`src/rtl/tx_retx_pkg.sv`:
```
package tx_retx_pkg;

    typedef struct packed {
        logic start;
        logic done;
        logic lost;
        logic error;
    } pe_evt_t;

    typedef enum logic {
        RETX_AUTO   = 1'b0,
        RETX_SINGLE = 1'b1
    } retx_mode_e;

    function automatic logic evt_ends(input pe_evt_t e);
        return e.done | e.lost | e.error;
    endfunction

endpackage

```
`src/rtl/tx_req_slot.sv`:
```
module tx_req_slot (
    input  logic clk,
    input  logic rst,
    input  logic set_i,
    input  logic clr_req_i,
    input  logic clr_ndat_i,
    output logic req_o,
    output logic ndat_o
);
    always_ff @(posedge clk) begin
        if (rst) begin
            req_o  <= 1'b0;
            ndat_o <= 1'b0;
        end else if (set_i) begin
            req_o  <= 1'b1;
            ndat_o <= 1'b1;
        end else begin
            if (clr_req_i)  req_o  <= 1'b0;
            if (clr_ndat_i) ndat_o <= 1'b0;
        end
    end
endmodule

```
`src/rtl/tx_req_pick.sv`:
```
module tx_req_pick #(
    parameter int NUM_OBJ = 8,
    parameter int IDX_W   = (NUM_OBJ > 1) ? $clog2(NUM_OBJ) : 1
) (
    input  logic [NUM_OBJ-1:0] req_i,
    output logic               valid_o,
    output logic [IDX_W-1:0]   idx_o
);
    always_comb begin
        valid_o = 1'b0;
        idx_o   = '0;
        for (int i = NUM_OBJ - 1; i >= 0; i--) begin
            if (req_i[i]) begin
                valid_o = 1'b1;
                idx_o   = IDX_W'(i);
            end
        end
    end
endmodule

```
`src/rtl/tx_active_trk.sv`:
```
module tx_active_trk
    import tx_retx_pkg::*;
#(
    parameter int IDX_W = 3
) (
    input  logic             clk,
    input  logic             rst,
    input  pe_evt_t          evt_i,
    input  retx_mode_e       mode_i,
    input  logic             sel_valid_i,
    input  logic [IDX_W-1:0] sel_idx_i,
    output logic             start_ok_o,
    output logic             done_ok_o,
    output logic             busy_o,
    output logic [IDX_W-1:0] act_idx_o,
    output retx_mode_e       act_mode_o
);
    assign start_ok_o = evt_i.start & sel_valid_i & ~busy_o;
    assign done_ok_o  = evt_i.done & busy_o;

    always_ff @(posedge clk) begin
        if (rst) begin
            busy_o     <= 1'b0;
            act_idx_o  <= '0;
            act_mode_o <= RETX_AUTO;
        end else if (start_ok_o) begin
            busy_o     <= 1'b1;
            act_idx_o  <= sel_idx_i;
            act_mode_o <= mode_i;
        end else if (busy_o && evt_ends(evt_i)) begin
            busy_o <= 1'b0;
        end
    end
endmodule

```
`src/rtl/tx_retx_ctrl.sv`:
```
module tx_retx_ctrl
    import tx_retx_pkg::*;
#(
    parameter int NUM_OBJ = 8,
    localparam int IDX_W  = (NUM_OBJ > 1) ? $clog2(NUM_OBJ) : 1
) (
    input  logic               clk,
    input  logic               rst,
    input  logic               single_shot_i,
    input  logic               cpu_set_i,
    input  logic [IDX_W-1:0]   cpu_set_idx_i,
    input  logic               pe_start_i,
    input  logic               pe_done_i,
    input  logic               pe_lost_i,
    input  logic               pe_error_i,
    output logic [NUM_OBJ-1:0] req_o,
    output logic [NUM_OBJ-1:0] ndat_o,
    output logic               sel_valid_o,
    output logic [IDX_W-1:0]   sel_idx_o
);
    pe_evt_t          evt;
    retx_mode_e       mode;
    logic             start_ok, done_ok, busy;
    logic [IDX_W-1:0] act_idx;
    retx_mode_e       act_mode;

    assign evt  = '{start: pe_start_i, done: pe_done_i, lost: pe_lost_i, error: pe_error_i};
    assign mode = single_shot_i ? RETX_SINGLE : RETX_AUTO;

    tx_req_pick #(.NUM_OBJ(NUM_OBJ), .IDX_W(IDX_W)) u_pick (
        .req_i   (req_o),
        .valid_o (sel_valid_o),
        .idx_o   (sel_idx_o)
    );

    tx_active_trk #(.IDX_W(IDX_W)) u_trk (
        .clk         (clk),
        .rst         (rst),
        .evt_i       (evt),
        .mode_i      (mode),
        .sel_valid_i (sel_valid_o),
        .sel_idx_i   (sel_idx_o),
        .start_ok_o  (start_ok),
        .done_ok_o   (done_ok),
        .busy_o      (busy),
        .act_idx_o   (act_idx),
        .act_mode_o  (act_mode)
    );

    for (genvar g = 0; g < NUM_OBJ; g++) begin : g_slot
        logic hit_sel, hit_act, set, clr_req, clr_ndat;
        assign hit_sel  = (sel_idx_o == IDX_W'(g));
        assign hit_act  = (act_idx == IDX_W'(g));
        assign set      = cpu_set_i && (cpu_set_idx_i == IDX_W'(g));
        assign clr_req  = (start_ok && mode == RETX_SINGLE && hit_sel) ||
                          (done_ok && act_mode == RETX_AUTO && hit_act);
        assign clr_ndat = done_ok && hit_act;

        tx_req_slot u_slot (
            .clk        (clk),
            .rst        (rst),
            .set_i      (set),
            .clr_req_i  (clr_req),
            .clr_ndat_i (clr_ndat),
            .req_o      (req_o[g]),
            .ndat_o     (ndat_o[g])
        );
    end
endmodule

```
`config.mk`:
```
export PLATFORM = sky130hd
export DESIGN_NAME = tx_retx_ctrl
export DESIGN_NICKNAME = d
export VERILOG_FILES = /design/src/rtl/tx_retx_pkg.sv /design/src/rtl/tx_req_slot.sv /design/src/rtl/tx_req_pick.sv /design/src/rtl/tx_active_trk.sv /design/src/rtl/tx_retx_ctrl.sv
export SDC_FILE = /design/constraint.sdc
export NUM_CORES = 1
export LEC_CHECK = 0
export ABC_AREA = 1
export BUFFER_PORTS_ARGS = -buffer_cell sky130_fd_sc_hd__buf_2
export CAP_MARGIN = 20
export CORE_MARGIN = 2
export CORE_UTILIZATION = 51
export CTS_CLUSTER_DIAMETER = 150
export DETAILED_ROUTE_END_ITERATION = 7
export PLACE_DENSITY = 0.77
export RECOVER_POWER = 25
export SLEW_MARGIN = 20
export SYNTH_ARGS = -nofsm -noshare
export SYNTH_HDL_FRONTEND = slang
export SYNTH_SLANG_ARGS = --single-unit
export TNS_END_PERCENT = 30
```
`constraint.sdc`:
```
create_clock -name clk -period 1.6 [get_ports clk]
set_clock_uncertainty 0.05 [all_clocks]
set_input_delay 0.24 -clock clk [delete_from_list [all_inputs] [get_ports clk]]
set_output_delay 0.24 -clock clk [all_outputs]
set_load 0.005 [all_outputs]
```
==> results.ini <==
[sta]
worst_slack_ps = -6.52
fmax_ghz = 0.622
fin_crit_ps = 1610
timing.final.max_slew_violations = 0
final_hold_viol_count = 0
slew_headroom_pct = 77.6
grt_setup_unrepaired = true
finalSetupViolCount = 2
worst_pin_slew_ps = 335
timing.final.crit_share_pct = 100

[cells_and_area]
layout-drive-gt1-share_pct = 31.0
fin_cells = 225
antenna_cells = 0
stdcell_area_um2 = 1360
nets = 209
syn_to_final_growth_pct = 13.1

[power_and_ir_drop]
p_total_mw = 1.10
vdd_drop_max_uv = 490
cellLeakagePower_nw = 0.638
power_density_nw_per_um2 = 810

[placement]
gp_congestion = 0.876
dp_hpwl_mm = 2.18
place_area_um2 = 1270
portBuffers = 30
dp.cells = 214
post-place-ws_ps = 111

[yosys]
async_flop_share_pct = 0
seq_area_frac_synth_pct = 34.9
yosys_warnings = 0
syn_avg_cell_area_um2 = 6.92
ys_types = 22
synth_edf_count = 0
synth_cells = 174
yosys.area.top_type = dfxtp_1
synth.top_cells.by_area = dfxtp_1, buf_4, nand2_1
synth_area_um2 = 1200
ys.flop_type = dfxtp_1
postSynthNetCount = 185
synth_top_area_share_pct = 34.9
ys_ff_latch = 21

[clock_network]
htree_levels = 1
cts_max_path_buffers = 2
clk_latency_ps = 310
path_clk_slew_ps = 120
root_buffer = clkbuf_4
cts_buffers = 3
cts_tree = yes
cts.sinks = 21

[critical_path]
cp_cell_sequence = inv_2 > nand2_2 > nand2_1 > nand2_1 > nand2_1 > nand2_1 > nand2_2 > nand2_2 > inv_2 > buf_2
cp_slowest_stage_delay_ps = 360
critPathKind = reg -> out
path_max_fanout = 3
critPathSlowestCell = dfxtp_2
endpoint_kind = output port
cpLargestDelayFamily = simple AND/OR/NAND/NOR gates
cpMostUsedCell = nand2_1
start_kind = flip-flop
arrival_ps = 1320
cp_data_required_time_ps = 1310
cp.buffers_inverters = 3

[die]
core_area_um2 = 2230
fp.dieH_um = 52.6
fp-row-count = 17
dieArea_um2 = 2770
die_w_um = 52.6
pin_count = 31
initial_core_util_pct = 53.9

[drt]
drt-pass1-iter-count = 4
wl_mm = 3.05
num_vias = 1216
drtIter0Drc = 20
ant_nets = 0
routedWlPerCell_um = 13.6
drc = 0
viasPerCell = 5.40

[status]
status = finished with violations
violations = negative setup slack

[global_route]
track_usage_pct = 23.4
grt_max_degree = 20
antenna_found_initial = 0
grt_pass1_wl_mm = 4.77
grt-ovfl-total = 0
grt_pass1_vias = 1147

[job]
maxCapViolations = 0

[hold_path]
min_path_type = in -> reg

[stage by stage]
| step | hold slack, ps | TNS [ps] | utilization [%] |
|---|---|---|---|
| after floorplan | 333 | 0 | - |
| after global placement | 396 | 0 | 56.8 |
| after detailed placement | 404 | 0 | 56.8 |
| after CTS | 129 | 0 | 59.5 |
| after global routing | 141 | -302 | 61.0 |
| final | 131 | -9.39 | 61.0 |
[synth_stat cells (all sizes together) (3+ instances only)]
library cell / n
nand2: 34
dfxtp: 21
nand3: 6
nor2: 20
nor4: 7
a21oi: 23
inv: 23
o41ai: 7
o21ai: 4
buf: 19
nand4: 4
clkbuf: 3
[state kept, by name, indices dropped and copies added, names as in the netlist]
register and cells:
g_slot.u_slot.ndat_o 8, g_slot.u_slot.req_o 8, u_trk.act_idx_o 3, u_trk.act_mode_o 1, u_trk.busy_o 1
[power breakdown]
group | total, mW | switching (mW) | leakage (nW) | internal (mW)
Sequential | 0.566 | 0.0170 | 0.173 | 0.549
Combinational | 0.273 | 0.169 | 0.450 | 0.104
Clock | 0.265 | 0.167 | 0.0150 | 0.0974
Total | 1.10 | 0.354 | 0.638 | 0.750
[worst register-to-register path, stage by stage (launching register included)]
cell and delay [ps]:
dfxtp_4 400, nand2_2 50, nand2_1 50, nand2_1 50, nand2_1 50, nand2_1 70
nand2_2 110, nand2_2 80, buf_4 130, buf_4 140, nand3_1 60, nand2_1 50
a21oi_1 130
[final cells by class]
class | instances | area, um^2
Inverter | 23 | 86.3
Clock buffer | 4 | 26.3
Timing Repair Buffer | 41 | 231
Multi-Input combinational cell | 108 | 556
Sequential cell | 21 | 428
Fill cell | 218 | 871
Tap cell | 28 | 35.0
[per-layer routing]
metal / up-vias / GRT usage (%) / share of wire (%)
met5: - / 0 / 0
met4: 0 / 5.56 / 0.92
met1: 554 / 28.7 / 43
met2: 51 / 41.0 / 50
met3: 4 / 5.14 / 6.5
li1: 607 / - / -
[cells by family (layout without fill, tap and decap cells)]
logic type | Yosys count | count (layout) | share of synthesized area, %
buffers and inverters | 45 | 68 | 19.8
AOI/OAI and AO/OA | 35 | 35 | 18.2
and+or+nand+nor | 73 | 73 | 27.1
DFF | 21 | 21 | 34.9
[worst paths after layout]
kind                                             start                                   end  cells after the start  slack [ps]
hold / removal                           single_shot_i         u_trk.act_mode_o$_SDFFE_PP0P_                      3         130
setup reg to reg   g_slot[7].u_slot.req_o$_SDFFE_PP0P_   g_slot[6].u_slot.req_o$_SDFFE_PP0P_                     12         110
setup / recovery   g_slot[6].u_slot.req_o$_SDFFE_PP0P_                          sel_idx_o[0]                     10          -7
hold reg to reg   g_slot[4].u_slot.ndat_o$_SDFFE_PP0P_  g_slot[4].u_slot.ndat_o$_SDFFE_PP0P_                      2         420
[placed cells by master, fill, tap and decap left out, drive strengths merged]
master  count
o41ai       7
a21oi      23
buf        40
nand4       4
inv        23
nor4        7
o21a        1
nand3       6
dfxtp      21
nor2       20
nand2      34
o21ai       4
nor3        1
or2         1
clkbuf      5
[what timing repair did]
item / CTS / global route
endpoints found under the hold margin: 0 / 0
hold buffers: 0 / 0
resized for setup: 6 / 7
setup buffers: 3 / 4
endpoints found under the setup margin: 3 / 5
pin swaps: 1 / 5
No activity file was read; power rests on OpenSTA's default activity.
